[src/rtl/rtcs_pkg.sv]
package rtcs_pkg;
  localparam int WORD_W = 32;
  localparam int OFF_W  = 31;
  localparam int IDX_W  = 4;

  localparam logic [OFF_W-1:0] OFS_CNT   = 31'h2000_0000;
  localparam logic [OFF_W-1:0] OFS_SNAP  = 31'h2040_0000;
  localparam logic [OFF_W-1:0] OFS_ONT   = 31'h2100_0000;
  localparam logic [OFF_W-1:0] OFS_OFFT  = 31'h2100_0100;
  localparam logic [OFF_W-1:0] OFS_TEST  = 31'h2100_0400;
  localparam logic [OFF_W-1:0] OFS_CTL0  = 31'h2100_0C00;
  localparam logic [OFF_W-1:0] OFS_CTL1  = 31'h2100_0D00;
  localparam logic [OFF_W-1:0] OFS_SCR   = 31'h2000_0100;
  localparam int               STRIDE_LG = 8;

  typedef enum logic [3:0] {
    SEL_NONE, SEL_CNT, SEL_SNAP, SEL_ONT, SEL_OFFT,
    SEL_TEST, SEL_CTL0, SEL_CTL1, SEL_SCR
  } sel_e;

  typedef struct packed {
    sel_e             sel;
    logic [IDX_W-1:0] idx;
  } dec_t;

  typedef struct packed {
    logic              cmdLatch;
    logic              wrCommit;
    logic [OFF_W-1:0]  offset;
    logic [WORD_W-1:0] wrData;
  } strobe_t;
endpackage

[src/rtl/rtcs_serial_ctrl.sv]
module rtcs_serial_ctrl
  import rtcs_pkg::*;
(
  input  logic              clk,
  input  logic              rstN,
  input  logic              csN,
  input  logic              sclk,
  input  logic              mosi,
  input  logic [WORD_W-1:0] rdData,
  output strobe_t           stb,
  output logic              miso
);
  localparam int CNT_W = $clog2(2*WORD_W+1);
  localparam logic [CNT_W-1:0] LAST_CMD = CNT_W'(WORD_W-1);
  localparam logic [CNT_W-1:0] LAST_DAT = CNT_W'(2*WORD_W-1);
  localparam logic [CNT_W-1:0] DONE_CNT = CNT_W'(2*WORD_W);
  localparam logic [CNT_W-1:0] DATA_CNT = CNT_W'(WORD_W);

  logic              sclkQ;
  logic [CNT_W-1:0]  bitCnt;
  logic [WORD_W-1:0] rxShift, rxNext, cmdReg, txShift;
  logic              misoR;
  logic              rise, fall, cmdDone, dataDone;

  assign rise     = sclk & ~sclkQ & ~csN;
  assign fall     = ~sclk & sclkQ & ~csN;
  assign rxNext   = {rxShift[WORD_W-2:0], mosi};
  assign cmdDone  = rise && (bitCnt == LAST_CMD);
  assign dataDone = rise && (bitCnt == LAST_DAT);

  always_ff @(posedge clk or negedge rstN) begin
    if (!rstN) begin
      sclkQ   <= 1'b0;
      bitCnt  <= '0;
      rxShift <= '0;
      cmdReg  <= '0;
      txShift <= '0;
      misoR   <= 1'b0;
    end else begin
      sclkQ <= sclk;
      if (csN) begin
        bitCnt  <= '0;
        txShift <= '0;
        misoR   <= 1'b0;
      end else begin
        if (rise && bitCnt != DONE_CNT) begin
          rxShift <= rxNext;
          bitCnt  <= bitCnt + 1'b1;
        end
        if (cmdDone) begin
          cmdReg  <= rxNext;
          txShift <= rxNext[WORD_W-1] ? '0 : rdData;
        end
        if (fall && bitCnt >= DATA_CNT) begin
          misoR   <= txShift[WORD_W-1];
          txShift <= {txShift[WORD_W-2:0], 1'b0};
        end
      end
    end
  end

  always_comb begin
    stb.cmdLatch = cmdDone & ~rxNext[WORD_W-1];
    stb.wrCommit = dataDone & cmdReg[WORD_W-1];
    stb.offset   = cmdDone ? rxNext[OFF_W-1:0] : cmdReg[OFF_W-1:0];
    stb.wrData   = rxNext;
  end

  assign miso = misoR;

  // output returns to zero once the host releases chip select
  p_miso_idle_r3: assert property (@(posedge clk) disable iff (!rstN)
    csN |=> !miso);
  // counter never runs past the end of a transfer
  p_bitcnt_bound_r12: assert property (@(posedge clk) disable iff (!rstN)
    bitCnt <= DONE_CNT);
  // a write commits in a single cycle per transfer
  p_commit_once_r2: assert property (@(posedge clk) disable iff (!rstN)
    stb.wrCommit |=> !stb.wrCommit);
endmodule

[src/rtl/rtcs_addr_decode.sv]
module rtcs_addr_decode
  import rtcs_pkg::*;
#(
  parameter int SCR_DEPTH = 16,
  parameter int TEST_N    = 4
) (
  input  logic [OFF_W-1:0] offset,
  output dec_t             dec
);
  logic [OFF_W-1:0] scrDiff, testDiff;
  logic             scrHit, testHit;

  always_comb begin
    scrDiff  = offset - OFS_SCR;
    testDiff = offset - OFS_TEST;
    scrHit   = (offset >= OFS_SCR) && (scrDiff[STRIDE_LG-1:0] == '0)
               && ((scrDiff >> STRIDE_LG) < OFF_W'(SCR_DEPTH));
    testHit  = (offset >= OFS_TEST) && (testDiff[STRIDE_LG-1:0] == '0)
               && ((testDiff >> STRIDE_LG) < OFF_W'(TEST_N));

    dec.sel = SEL_NONE;
    dec.idx = '0;
    if (offset == OFS_CNT)       dec.sel = SEL_CNT;
    else if (offset == OFS_SNAP) dec.sel = SEL_SNAP;
    else if (offset == OFS_ONT)  dec.sel = SEL_ONT;
    else if (offset == OFS_OFFT) dec.sel = SEL_OFFT;
    else if (offset == OFS_CTL0) dec.sel = SEL_CTL0;
    else if (offset == OFS_CTL1) dec.sel = SEL_CTL1;
    else if (testHit) begin
      dec.sel = SEL_TEST;
      dec.idx = testDiff[STRIDE_LG +: IDX_W];
    end else if (scrHit) begin
      dec.sel = SEL_SCR;
      dec.idx = scrDiff[STRIDE_LG +: IDX_W];
    end
  end
endmodule

[src/rtl/rtcs_regfile.sv]
module rtcs_regfile
  import rtcs_pkg::*;
#(
  parameter logic [7:0]        REVISION  = 8'h01,
  parameter logic [WORD_W-1:0] TEST_INIT = 32'h0303_0303,
  parameter int                SCR_DEPTH = 16,
  parameter int                TEST_N    = 4
) (
  input  logic              clk,
  input  logic              rstN,
  input  strobe_t           stb,
  input  dec_t              dec,
  input  logic [WORD_W-1:0] counterIn,
  input  logic [WORD_W-1:0] snapshotIn,
  output logic [WORD_W-1:0] rdData,
  output logic              counterWrStb,
  output logic [WORD_W-1:0] counterWrData,
  output logic [WORD_W-1:0] onTimer,
  output logic [WORD_W-1:0] offTimer,
  output logic [WORD_W-1:0] ctl1
);
  localparam int SIDX_W = (SCR_DEPTH > 1) ? $clog2(SCR_DEPTH) : 1;
  localparam int TIDX_W = (TEST_N > 1) ? $clog2(TEST_N) : 1;

  logic [WORD_W-1:0] scr [SCR_DEPTH];
  logic [WORD_W-1:0] testReg [TEST_N];
  logic [WORD_W-9:0] ctl0Hi;
  logic [SIDX_W-1:0] sIdx;
  logic [TIDX_W-1:0] tIdx;
  logic              wrEn;

  assign sIdx = dec.idx[SIDX_W-1:0];
  assign tIdx = dec.idx[TIDX_W-1:0];
  assign wrEn = stb.wrCommit;

  always_ff @(posedge clk or negedge rstN) begin
    if (!rstN) begin
      for (int i = 0; i < SCR_DEPTH; i++) scr[i] <= '0;
    end else if (wrEn && dec.sel == SEL_SCR) begin
      scr[sIdx] <= stb.wrData;
    end
  end

  for (genvar t = 0; t < TEST_N; t++) begin : g_test
    always_ff @(posedge clk or negedge rstN) begin
      if (!rstN) testReg[t] <= TEST_INIT;
      else if (wrEn && dec.sel == SEL_TEST && tIdx == TIDX_W'(t))
        testReg[t] <= stb.wrData;
    end
  end

  always_ff @(posedge clk or negedge rstN) begin
    if (!rstN) begin
      onTimer       <= '0;
      offTimer      <= '0;
      ctl0Hi        <= '0;
      ctl1          <= '0;
      counterWrStb  <= 1'b0;
      counterWrData <= '0;
    end else begin
      counterWrStb <= 1'b0;
      if (wrEn) begin
        case (dec.sel)
          SEL_ONT:  onTimer  <= stb.wrData;
          SEL_OFFT: offTimer <= stb.wrData;
          SEL_CTL0: ctl0Hi   <= stb.wrData[WORD_W-1:8];
          SEL_CTL1: ctl1     <= stb.wrData;
          SEL_CNT: begin
            counterWrStb  <= 1'b1;
            counterWrData <= stb.wrData;
          end
          default: ;
        endcase
      end
    end
  end

  always_comb begin
    case (dec.sel)
      SEL_CNT:  rdData = counterIn;
      SEL_SNAP: rdData = snapshotIn;
      SEL_ONT:  rdData = onTimer;
      SEL_OFFT: rdData = offTimer;
      SEL_TEST: rdData = testReg[tIdx];
      SEL_CTL0: rdData = {ctl0Hi, REVISION};
      SEL_CTL1: rdData = ctl1;
      SEL_SCR:  rdData = scr[sIdx];
      default:  rdData = '0;
    endcase
  end

  // control 1 only moves on a committed write that targets it
  p_ctl1_hold_r10: assert property (@(posedge clk) disable iff (!rstN)
    !(wrEn && dec.sel == SEL_CTL1) |=> $stable(ctl1));
  // ON timer likewise
  p_ont_hold_r10: assert property (@(posedge clk) disable iff (!rstN)
    !(wrEn && dec.sel == SEL_ONT) |=> $stable(onTimer));
  // load strobe lasts a single cycle
  p_cnt_pulse_r8: assert property (@(posedge clk) disable iff (!rstN)
    counterWrStb |=> !counterWrStb);
endmodule

[src/rtl/rtc_serial_slave.sv]
module rtc_serial_slave
  import rtcs_pkg::*;
#(
  parameter logic [7:0] REVISION  = 8'h01,
  parameter int         SCR_DEPTH = 16,
  parameter int         TEST_N    = 4
) (
  input  logic        clk,
  input  logic        rstN,
  input  logic        csN,
  input  logic        sclk,
  input  logic        mosi,
  output logic        miso,
  input  logic [31:0] counterIn,
  input  logic [31:0] snapshotIn,
  output logic        counterWrStb,
  output logic [31:0] counterWrData,
  output logic [31:0] onTimer,
  output logic [31:0] offTimer,
  output logic [31:0] ctl1
);
  strobe_t           stb;
  dec_t              dec;
  logic [WORD_W-1:0] rdData;

  rtcs_serial_ctrl u_ctrl (
    .clk(clk), .rstN(rstN), .csN(csN), .sclk(sclk), .mosi(mosi),
    .rdData(rdData), .stb(stb), .miso(miso)
  );

  rtcs_addr_decode #(.SCR_DEPTH(SCR_DEPTH), .TEST_N(TEST_N)) u_dec (
    .offset(stb.offset), .dec(dec)
  );

  rtcs_regfile #(.REVISION(REVISION), .SCR_DEPTH(SCR_DEPTH), .TEST_N(TEST_N)) u_regs (
    .clk(clk), .rstN(rstN), .stb(stb), .dec(dec),
    .counterIn(counterIn), .snapshotIn(snapshotIn), .rdData(rdData),
    .counterWrStb(counterWrStb), .counterWrData(counterWrData),
    .onTimer(onTimer), .offTimer(offTimer), .ctl1(ctl1)
  );
endmodule

[config.mk]
export PLATFORM = sky130hd
export DESIGN_NAME = rtc_serial_slave
export DESIGN_NICKNAME = d
export VERILOG_FILES = /design/src/rtl/rtcs_pkg.sv /design/src/rtl/rtcs_serial_ctrl.sv /design/src/rtl/rtcs_addr_decode.sv /design/src/rtl/rtcs_regfile.sv /design/src/rtl/rtc_serial_slave.sv
export SDC_FILE = /design/constraint.sdc
export NUM_CORES = 1
export LEC_CHECK = 0
export BUFFER_PORTS_ARGS = -buffer_cell sky130_fd_sc_hd__buf_2
export CORE_UTILIZATION = 60
export DETAILED_ROUTE_END_ITERATION = 8
export PLACE_DENSITY = 0.78
export REMOVE_ABC_BUFFERS = 1
export SKIP_CTS_REPAIR_TIMING = 1
export SLEW_MARGIN = 20
export SYNTH_ARGS = -nofsm -noshare
export SYNTH_HDL_FRONTEND = slang
export SYNTH_HIERARCHICAL = 1
export SYNTH_SLANG_ARGS = --single-unit
[constraint.sdc]
create_clock -name clk -period 13.8 [get_ports clk]
set_clock_uncertainty 0.15 [all_clocks]
set_input_delay 2.07 -clock clk [delete_from_list [all_inputs] [get_ports clk]]
set_output_delay 2.07 -clock clk [all_outputs]
set_load 0.03 [all_outputs]
---- Word level (Yosys, flattened, before mapping) ----
Index checks and enable logic that the tools add are counted.
cells by class
  order comparisons ....................... 8
  reductions and logical operators ........ 28
  eq/ne operators ......................... 20
  mux-type cells .......................... 35
  $add $sub $neg .......................... 3
  bitwise logic cells ..................... 10
operators with widths
  kind                                                                                   number
  512-bit bitwise mux                                                                    1
  32-bit 2-to-1 mux                                                                      9
  32-bit one-hot mux with 8 select lines                                                 1
  31-bit by 30-bit equality test with 1-bit output, second input constant                6
  32-bit binary-select mux with 4-bit select                                             1
  32-bit demux with 4-bit select                                                         1
  32-bit binary-select mux with 2-bit select                                             1
  31-bit by 30-bit greater-or-equal comparator with 1-bit output, second input constant  2
  31-bit by 30-bit subtractor with 31-bit output, second input constant                  2
  4-bit 2-to-1 mux                                                                       12
  31-bit 2-to-1 mux                                                                      1
  23-bit by 3-bit less-than comparator with 1-bit output, second input constant          1
  23-bit by 5-bit less-than comparator with 1-bit output, second input constant          1
  4-bit by 3-bit equality test with 1-bit output, second input constant                  4
  8-bit logical NOT                                                                      2
  8-bit 2-to-1 mux                                                                       2
  1-bit logical AND                                                                      15
  7-bit 2-to-1 mux                                                                       2
  2-bit AND reduction                                                                    7
  4-bit by 2-bit equality test with 1-bit output, second input constant                  2
  7-bit by 1-bit adder with 7-bit output, second input constant                          1
  7-bit by 5-bit equality test with 1-bit output, second input constant                  1
  7-bit by 6-bit equality test with 1-bit output, second input constant                  1
  7-bit by 6-bit greater-or-equal comparator with 1-bit output, second input constant    1
  16 further kinds                                                                       27
storage, ports and cells
  register bits ........................... 897
  logic and storage cells ................. 136
  input bits .............................. 69

---- Longest topological paths before layout ----
Gate-level depths: netlist of the first run.
  depth in word-level cells ............... 26
  mapped depth ............................ 28
  depth with buffers taken out ............ 20

---- Hierarchy ----
The synthesis of the first run kept the hierarchy.
by module, submodules not included
  module            instances  seq. area each (µm²)  area each (µm²)  cells an instance
  rtcs_regfile      1          19884.1               36562.6          2365
  rtcs_serial_ctrl  1          2602.5                4668.2           330
  rtcs_addr_decode  1          0.0                   910.9            135

---- Worst setup path before layout of the first run ----
No wires, ideal clock.
  path kind ............................... in2reg
  start ................................... in sclk
  end ..................................... reg u_ctrl.txShift[19]
  slack ................................... 6045 ps
  cell stages on the path ................. 24
  setup time .............................. 118 ps
  path buffers ............................ 8
  arrival ................................. 7487 ps
  cell sequence ........................... and3b_1 buf_2 nand3_2 nor2_4 buf_6 mux2_1 buf_2 inv_1 ha_1 clkbuf_1 xnor2_1 nand4_1 or4_1 a211o_1 or4_4 o31ai_2 buf_6 buf_6 buf_6 buf_2 mux4_2 a211o_1 a32o_1 a21o_1
RTL lines
  element               line                    source
  from (decl)           rtc_serial_slave.sv:11  input logic sclk,
  to (signal assigned)  rtcs_serial_ctrl.sv:52  txShift <= rxNext[WORD_W-1] ? '0 : rdData;
  to (signal assigned)  rtcs_serial_ctrl.sv:56  txShift <= {txShift[WORD_W-2:0], 1'b0};
  to (decl)             rtcs_serial_ctrl.sv:21  logic [WORD_W-1:0] rxShift, rxNext, cmdReg, txShift;

==> reports/results.ini, run 1 <==
[critical_path]
setup.worst_path.start_class=input port
path_class=input port to flop
path_delay_family=simple AND/OR/NAND/NOR gates
cp.arrival_ns=10.39
path_max_fanout=55
crit_top_cell=buf_4
critical_path_required_ns=14.17
critPathMaxStageDelay_ns=0.95
worstPathCellList=buf_2 > and3b_1 > nand3_2 > nor2_4 > buf_4 > mux2_1 > inv_1 > ha_1 > nand2b_1 > nand4_1 > or4_4 > a2111oi_4 > nand3_2 > o32ai_4 > buf_4 > buf_4 > nand3_1 > nor3_4 > buf_4 > mux2_2
cp_slowest_cell=nor3_4
path_buf_inv=6
crit_path_end_kind=flop

[grt]
overflow=0
grt_pass1_wl_mm=183
grt_max_degree=204
antenna_found_initial=1
track_usage_pct=35.2
grt_pass1_vias=27903

[clock_tree]
clk_pin_slew_ns=0.06
numClockSinks=897
cts_buffers=93
cts_tree=built
htree_num_levels=3
cts-root-buf=clkbuf_16
clock_latency_ns=0.65
cts_buffer_depth=3

[yosys]
synth_ff_type=dfrtp_1
async_flop_share_pct=100
netlist_area_sq_um=42100
synth_edf_count=0
seq_area_frac_synth_pct=53.4
yosys_warnings=6
ys_seq_elements=897
syn_area_per_cell_sq_um=14.9
yosys.cell_types.count=84
syn_inst=2830

[die]
rows=96
initial_core_util_pct=61.0
die_area_sq_um=71300
ioPinCount=199
placeableCoreArea_sq_um=69100
die_w_microns=267
fp.dieH_microns=267

[pwr]
power_density_nw_per_um2=117
p_leak_nw=22.9
ir_drop_mv=0.107

[placed_design]
dp_slack_ns=3.19
place_congestion=0.875
hpwl_mm=74.3
io_buffers=198
dpl.cell_count=3785
place_area_sq_um=43800

[sta]
maxSlewHeadroom_pct=24.0
timing_hold_violations_final=0
max_freq_ghz=0.0997
period_share_pct=72.7
setup_ws_ns=3.77
final-setup-viol-count=0
fin_crit_ns=10.03
worstMarginPinSlew_ns=1.13
setup_tns_ns=0
drv_slew=0
rsz0062_at_grt=no

[cells_and_area]
final_cell_mix=dfrtp_1, mux2_2, buf_2, mux4_2, mux2_1
n_fill_cell=4658
final_nets=3026
stdcell_area_sq_um=47100
fin_cells=3958
drive_above_1_share_pct=48.4
syn_to_final_growth_pct=11.9
final_common_cell=dfrtp_1

[route]
drt_first_pass_iters=6
drtAntennaViolNets=0
vias=26764
initialDrtViolationCount=2524
avgViaCountPerCell=6.76
drt-total-wl_mm=123
drc=0
wire_per_inst_microns=31.0

[flow_run]
maxCapViolCount=0

[worst_hold_path]
min_path_type=flop to flop

[status]
status=complete, no violations

==> metal layers <==
layer	vias up	part of all wire (%)	track usage, %
li1	10862	-	-
met1	14320	40	47.4
met2	1269	47	55.1
met3	311	8.5	8.05
met4	2	4.8	15.6
met5	-	0.0082	0
==> sequential cells by signal, indices dropped and copies added, names as in the netlist, 24 cells and up <==
name and cells:
u_regs/ctl1 32, u_regs/scr 512, u_ctrl/cmdReg 32, u_regs/testReg 128, u_ctrl/txShift 32, u_regs/ctl0Hi 24
u_ctrl/rxShift 31, u_regs/counterWrData 32, u_regs/offTimer 32, u_regs/onTimer 32
==> metrics by stage <==
stage	power, mW	hold WS (ns)	util (%)
after floorplan	2.76	0.299	-
after global placement	2.90	0.309	63.4
after detailed placement	2.91	0.316	63.5
after CTS	5.54	0.329	68.2
after global routing	5.66	0.340	68.2
final	5.51	0.325	68.2
==> path summary, 6_finish.rpt <==
path | start | endpoint | slack, ns | cells past startpoint
max | sclk | u_regs/scr[395]$_DFFE_PN0P_ | 3.77 | 20
min | u_ctrl/txShift[6]$_DFFE_PN0P_ | u_ctrl/txShift[6]$_DFFE_PN0P_ | 0.33 | 1
max reg2reg | u_ctrl/bitCnt[0]$_DFFE_PN0P_ | u_regs/scr[395]$_DFFE_PN0P_ | 4.78 | 20
min reg2reg | u_ctrl/txShift[6]$_DFFE_PN0P_ | u_ctrl/txShift[6]$_DFFE_PN0P_ | 0.33 | 1
max in group asynchronous | rstN | u_ctrl/txShift[31]$_DFFE_PN0P_ | 9.75 | 3
min in group asynchronous | rstN | u_regs/scr[265]$_DFFE_PN0P_ | 1.34 | 1
==> synth_stat cells (7+ instances only) <==
library cell / number / share of area [%]
mux4_1: 16 / 1.0
nor2_1: 69 / 0.61
mux2i_1: 73 / 1.7
a21o_1: 33 / 0.59
nand4_1: 7 / 0.10
a211o_1: 10 / 0.21
inv_1: 13 / 0.12
nand2_1: 27 / 0.24
a221oi_1: 14 / 0.29
dfrtp_1: 865 / 51
dfstp_2: 32 / 2.0
o32ai_1: 9 / 0.19
a21oi_1: 32 / 0.38
a211oi_1: 14 / 0.25
nand2b_1: 11 / 0.16
mux4_2: 148 / 7.9
o21ai_1: 14 / 0.17
nor2b_1: 19 / 0.28
nor3_1: 12 / 0.14
clkbuf_1: 102 / 0.91
nand3_1: 21 / 0.25
a2111oi_0: 12 / 0.25
o21ai_0: 11 / 0.13
buf_6: 16 / 0.43
mux2_2: 792 / 21
o22ai_1: 11 / 0.16
nor4_1: 7 / 0.10
mux2_1: 107 / 2.9
buf_4: 31 / 0.55
ha_1: 7 / 0.21
xnor2_1: 7 / 0.15
a22o_1: 34 / 0.71
a22oi_1: 38 / 0.68
buf_2: 105 / 1.2
==> worst register-to-register path, delay by kind of cell, from the launching register on <==
kind                       cells  cell delay (ns)
and+or+nand+nor                9             3.93
buffers and inverters          5             2.29
muxes                          2             0.88
AOI/OAI and AO/OA              2             0.63
adders and majority gates      2             0.60
DFF                            1             0.44
==> logic make-up (layout without fill, tap and decap cells) <==
kind of cell | after synthesis | count (layout) | synth area share (%)
AO/OA/AOI/OAI | 274 | 274 | 4.98
AND/OR/NAND/NOR | 229 | 229 | 3.00
adder cells (fa/ha/maj) | 7 | 7 | 0.208
flip-flops | 897 | 897 | 53.4
multiplexers | 1137 | 1137 | 34.7
buffers and inverters | 273 | 469 | 3.46
XOR/XNOR | 13 | 13 | 0.270
other | 0 | 1 | 0
==> power breakdown <==
| group | switching, mW | leakage (nW) | internal [mW] |
|---|---|---|---|
| logic | 0.151 | 8.91 | 0.0378 |
| registers | 0.0299 | 12.4 | 2.64 |
| clock network | 1.04 | 1.59 | 1.60 |
| total | 1.23 | 22.9 | 4.28 |
==> cell type report <==
type	count	area (sq um)	area share, %
Sequential cell	897	22500	47.7
Inverter	13	48.8	0.104
Multi-Input combinational cell	1660	18500	39.2
Clock inverter	36	520	1.10
Antenna cell	1	2.50	0.00531
Clock buffer	135	2730	5.79
Timing Repair Buffer	285	1710	3.63
Tap cell	931	1160	2.47
No activity file was read; power rests on OpenSTA's default activity.
==> run 2: changes to the inputs <==
- clock period: 13.8 -> 9.4 ns (I/O delays scaled with it)
==> run 2 against run 1 <==
Highest routed layer is now met4. Core utilization increased by 0.54 points. Die area unchanged. Cell count rose by 1.3%. Combinational power increased by 60%. Via count grew 1.8%. Global-route usage increased by 0.25 points.
==> reports/results.ini, run 2 (synthesis results as in run 1) <==
[status]
status=complete, no violations  ; unchanged

[worst_hold_path]
min_from=u_ctrl/cmdReg[19]$_DFFE_PN0P_  ; was u_ctrl/txShift[6]$_DFFE_PN0P_
min_path_type=flop to flop  ; unchanged
hold_depth=1  ; unchanged
hold_end=u_ctrl/cmdReg[19]$_DFFE_PN0P_  ; was u_ctrl/txShift[6]$_DFFE_PN0P_

[cells_and_area]
syn_to_final_growth_pct=12.7  ; was 11.9%
final_common_cell=dfrtp_1  ; unchanged
fin_util_pct=68.8  ; was 68.2%
stdcell_area_sq_um=47500  ; was 47,100 sq um
largest_register_ffs=512  ; unchanged
drive_above_1_share_pct=49.2  ; was 48.4%
largestRegisters=u_regs/scr (512), u_regs/testReg (128)  ; unchanged
multi_input_area_sq_um=18500  ; about the same
final_cell_mix=dfrtp_1, mux2_2, buf_2, mux4_2, buf_4  ; was dfrtp_1, mux2_2, buf_2, mux4_2, mux2_1
n_fill_cell=4614  ; was 4,658
diodes=0  ; was 1
regArea_sq_um=22500  ; about the same
largest_register=u_regs/scr  ; unchanged
final_nets=3083  ; was 3,026

[clock_tree]
clock_latency_ns=0.66  ; was 0.65 ns
cts_buffers=92  ; was 93
cts_tree=built  ; unchanged
numClockSinks=897  ; unchanged
clk_pin_slew_ns=0.06  ; about the same
cts_buffer_depth=3  ; unchanged
cts-root-buf=clkbuf_16  ; unchanged
htree_num_levels=3  ; unchanged

[critical_path]
setup.worst_path.start_class=input port  ; unchanged
r2r_slack_ns=1.15  ; was 4.78 ns
crit_path_end_kind=flop  ; unchanged
r2r.worst_path.cells=21  ; was 20
path_max_fanout=24  ; was 55
reg2reg_to=u_ctrl/txShift[12]$_DFFE_PN0P_  ; was u_regs/scr[395]$_DFFE_PN0P_
cp.arrival_ns=8.95  ; was 10.39 ns
worstReg2RegStart=u_ctrl/bitCnt[0]$_DFFE_PN0P_  ; unchanged
path_class=input port to flop  ; unchanged
critical_path_required_ns=9.80  ; was 14.17 ns

[sta]
max_freq_ghz=0.117
final-setup-viol-count=0  ; unchanged
setup_tns_ns=0  ; unchanged
period_share_pct=91.0
maxSlewHeadroom_pct=17.8  ; was 24.0%
rsz0062_at_grt=no  ; unchanged
timing_hold_violations_final=0  ; unchanged
drv_slew=0  ; unchanged
worstMarginPinSlew_ns=1.23  ; was 1.13 ns
fin_crit_ns=8.55
setup_ws_ns=0.848  ; was 3.77 ns

[die]
initial_core_util_pct=61.0  ; unchanged
ioPinCount=199  ; unchanged
rows=96  ; unchanged
die_w_microns=267  ; unchanged
fp.dieH_microns=267  ; unchanged
die_area_sq_um=71300  ; unchanged
placeableCoreArea_sq_um=69100  ; unchanged

[placed_design]
place_congestion=0.922  ; was 0.875
io_buffers=198  ; unchanged
hpwl_mm=78.8  ; was 74.3 mm
place_area_sq_um=44400  ; was 43,800 sq um
dp_slack_ns=0.603  ; was 3.19 ns

[grt]
grt_pass1_vias=28388  ; was 27.9k
grt_pass1_wl_mm=185  ; was 183 mm
overflow=0  ; unchanged
grt_max_degree=170  ; was 204
track_usage_pct=35.5  ; was 35.2%
antenna_found_initial=1  ; unchanged

[route]
vias=27235  ; was 26.8k
drc=0  ; unchanged
drtAntennaViolNets=0  ; unchanged
avgViaCountPerCell=6.79  ; was 6.76
drt-total-wl_mm=124  ; was 123 mm
drt_first_pass_iters=5  ; was 6
initialDrtViolationCount=2714  ; was 2,524
wire_per_inst_microns=30.9  ; was 31.0 microns

[pwr]
power_density_nw_per_um2=167  ; was 117 nW/um^2
p_leak_nw=23.2  ; was 22.9 nW
p_total_mw=7.93  ; was 5.51 mW
ir_drop_mv=0.191  ; was 0.107 mV

[flow_run]
maxCapViolCount=0  ; unchanged

run 2: how the worst max path moves through the flow:
stage                     start                              to  slack (ns)  cells after the start
final                      sclk  u_ctrl/txShift[12]$_DFFE_PN0P_        0.85                     21
after global routing       sclk  u_ctrl/txShift[12]$_DFFE_PN0P_        0.81                     21
after CTS                  sclk  u_ctrl/txShift[26]$_DFFE_PN0P_        1.25                     21
after detailed placement   sclk  u_ctrl/txShift[26]$_DFFE_PN0P_        0.60                     21
after global placement     sclk  u_ctrl/txShift[26]$_DFFE_PN0P_        0.76                     21
after floorplan            sclk  u_regs/testReg[10]$_DFFE_PN0P_      -13.21                     14
run 2: cell type report:
class / count / area share, %
Sequential cell: 897 / 47.3
Multi-Input combinational cell: 1660 / 38.8
Clock buffer: 133 / 5.60
Tap cell: 931 / 2.45
Inverter: 13 / 0.103
Timing Repair Buffer: 343 / 4.82
Clock inverter: 33 / 0.853
run 2: per-stage QoR:
stage	std cells	hold slack, ns
5_1_grt	4010	0.346
2_1_floorplan	2570	0.299
3_3_place_gp	3844	0.310
6_report	4010	0.331
4_1_cts	4010	0.334
3_5_place_dp	3844	0.316
run 2: worst max-delay path: stages:
cell and delay (ns):
buf_2 0.15, and3b_1 0.33, nand3_2 0.14, nor2_4 0.73, buf_4 0.30, mux2_1 0.43
or4_1 0.61, o41ai_1 0.56, mux2i_1 0.24, o21ai_0 0.12, o41ai_1 0.72, o2bb2ai_4 0.46
buf_4 0.40, nor3_1 0.18, nand3_1 0.31, buf_4 0.30, nor2_1 0.11, a2111oi_0 0.78
o21ai_1 0.16, a22o_1 0.28, a21o_1 0.16
run 2: power breakdown:
part,internal (mW),switching (mW)
sequential,3.88,0.0343
clock,2.18,1.53
combinational,0.0570,0.244
total,6.12,1.81
run 2: layer usage:
metal / vias to the layer above / global-route usage, % / wire length (microns)
met1: 14601 / 49.5 / 50100
li1: 10967 / - / -
met5: - / 0 / 0
met2: 1376 / 54.9 / 57800
met3: 291 / 6.92 / 10300
met4: 0 / 14.8 / 5600
==> run 3: changes to the inputs <==
- PLACE_DENSITY: 0.78 -> 0.86
- SLEW_MARGIN: 20 -> default
==> run 3 against run 2 <==
Maximum frequency rose by 5.8%. Power shrank 1.5%. Sequential cell count stayed put. Clock power shrank 2%. Core utilization shrank 0.43 points. Worst setup slack gained 0.47 ns. Sequential share of layout area increased by 0.29 points. Hold slack worse by 0.0033 ns. Critical path type unchanged. Sequential power barely moved. Count of clock-buffer cells in the layout is 3 higher.
==> reports/results.ini, run 3 (synthesis results as in run 1) <==
[cells_and_area]
largest_register_ffs=512  ; unchanged
final_common_cell=dfrtp_1  ; unchanged
syn_to_final_growth_pct=12.0  ; was 12.7%
largest_register=u_regs/scr  ; unchanged
drive_above_1_share_pct=48.5  ; was 49.2%
n_fill_cell=4498  ; was 4,614
final_cell_mix=dfrtp_1, mux2_2, buf_2, mux4_2, mux2_1  ; was dfrtp_1, mux2_2, buf_2, mux4_2, buf_4
largestRegisters=u_regs/scr (512), u_regs/testReg (128)  ; unchanged
fin_cells=3978  ; was 4,010
diodes=0  ; unchanged
final_nets=3053  ; was 3,083
stdcell_area_sq_um=47200  ; was 47,500 sq um

[clock_tree]
clock_latency_ns=0.67  ; was 0.66 ns
cts_tree=built  ; unchanged
cts-root-buf=clkbuf_16  ; unchanged
cts_buffer_depth=3  ; unchanged
htree_num_levels=3  ; unchanged
cts_buffers=93  ; was 92
numClockSinks=897  ; unchanged
clk_pin_slew_ns=0.06  ; about the same

[worst_hold_path]
min_path_type=flop to flop  ; unchanged

[pwr]
power_density_nw_per_um2=165  ; was 167 nW/um^2
p_leak_nw=22.9  ; was 23.2 nW
ir_drop_mv=0.135  ; was 0.191 mV

[critical_path]
setup.worst_path.start_class=input port  ; unchanged
path_class=input port to flop  ; unchanged
crit_top_cell=nand3_2  ; was buf_4
crit_path_end_kind=flop  ; unchanged
path_delay_family=simple AND/OR/NAND/NOR gates  ; was compound AO/OA/AOI/OAI gates
critPathMaxStageDelay_ns=1.11  ; was 0.78 ns
path_buf_inv=5  ; was 4
cp.arrival_ns=8.46  ; was 8.95 ns
cp_slowest_cell=nor3_4  ; was a2111oi_0
worstPathCellList=buf_2 > and3b_1 > nand3_2 > nor2_4 > buf_12 > mux2_1 > inv_1 > ha_1 > nand2b_1 > nand4_1 > or4_4 > a2111oi_4 > nand3_2 > inv_2 > and4_1 > nand2_1 > nor3_4 > buf_4 > mux2_2  ; was buf_2 > and3b_1 > nand3_2 > nor2_4 > buf_4 > mux2_1 > or4_1 > o41ai_1 > mux2i_1 > o21ai_0 > o41ai_1 > o2bb2ai_4 > buf_4 > nor3_1 > nand3_1 > buf_4 > nor2_1 > a2111oi_0 > o21ai_1 > a22o_1 > a21o_1
critical_path_required_ns=9.77  ; was 9.80 ns
path_max_fanout=63  ; was 24

[status]
status=complete, no violations  ; unchanged

[sta]
fin_crit_ns=8.08  ; was 8.55 ns
rsz0062_at_grt=no  ; unchanged
final-setup-viol-count=0  ; unchanged
max_freq_ghz=0.124  ; was 0.117 GHz
period_share_pct=86.0  ; was 91.0%
drv_slew=0  ; unchanged
setup_ws_ns=1.32  ; was 0.848 ns
setup_tns_ns=0  ; unchanged
worstMarginPinSlew_ns=1.37  ; was 1.23 ns
timing_hold_violations_final=0  ; unchanged
maxSlewHeadroom_pct=8.36  ; was 17.8%

[flow_run]
maxCapViolCount=0  ; unchanged

[die]
initial_core_util_pct=61.0  ; unchanged
die_w_microns=267  ; unchanged
ioPinCount=199  ; unchanged
rows=96  ; unchanged
placeableCoreArea_sq_um=69100  ; unchanged
fp.dieH_microns=267  ; unchanged
die_area_sq_um=71300  ; unchanged

[placed_design]
dp_slack_ns=0.837  ; was 0.603 ns
hpwl_mm=77.4  ; was 78.8 mm
place_congestion=0.957  ; was 0.922
place_area_sq_um=44200  ; was 44,400 sq um
io_buffers=198  ; unchanged
dpl.cell_count=3813  ; was 3,844

[grt]
antenna_found_initial=2  ; was 1
track_usage_pct=35.8  ; was 35.5%
grt_pass1_wl_mm=187  ; was 185 mm
overflow=0  ; unchanged
grt_max_degree=196  ; was 170
grt_pass1_vias=28780  ; was 28.4k

[route]
avgViaCountPerCell=6.89  ; was 6.79
wire_per_inst_microns=31.5  ; was 30.9 microns
drtAntennaViolNets=0  ; unchanged
drt-total-wl_mm=125  ; was 124 mm
drc=0  ; unchanged
initialDrtViolationCount=2937  ; was 2,714
drt_first_pass_iters=6  ; was 5
vias=27413  ; was 27.2k

-- run 3: metrics by stage --
stage	hold slack (ns)	util [%]	total power, mW
after floorplan	0.299	-	4.05
after global placement	0.308	64.0	4.24
after detailed placement	0.317	64.0	4.25
after CTS	0.330	68.4	7.85
after global routing	0.342	68.4	8.04
final	0.328	68.4	7.81
-- run 3: layout make-up --
class	count	area (sq um)	area share, %
multi-input combinational	1660	18500	39.1
inverter	13	48.8	0.103
timing repair buffer	312	2080	4.41
tap	931	1160	2.47
sequential	897	22500	47.6
clock buffer	136	2650	5.62
clock inverter	29	325	0.689
-- run 3: routing by layer --
metal | global-route usage [%] | share of wire [%] | vias up
met2 | 54.2 | 46 | 1745
met3 | 9.57 | 11 | 389
met4 | 19.6 | 5.7 | 4
li1 | - | - | 10882
met1 | 47.4 | 37 | 14393
met5 | 0 | 0.022 | -
-- run 3: final timing paths --
check,startpoint,endpoint,slack (ns),cells after the start
worst max-delay path,sclk,u_regs/scr[426]$_DFFE_PN0P_,1.32,19
worst min-delay path,u_ctrl/txShift[6]$_DFFE_PN0P_,u_ctrl/txShift[6]$_DFFE_PN0P_,0.33,1
worst max register to register,u_ctrl/bitCnt[6]$_DFFE_PN0P_,u_regs/scr[426]$_DFFE_PN0P_,1.62,18
worst min register to register,u_ctrl/txShift[6]$_DFFE_PN0P_,u_ctrl/txShift[6]$_DFFE_PN0P_,0.33,1
max in group asynchronous,rstN,u_regs/testReg[83]$_DFFE_PN0P_,6.11,3
min in group asynchronous,rstN,u_regs/scr[366]$_DFFE_PN0P_,0.66,1
-- run 3: report_power, final --
| part | switching (mW) | internal, mW |
|---|---|---|
| Combinational | 0.191 | 0.0507 |
| Clock | 1.53 | 2.09 |
| Sequential | 0.0642 | 3.88 |
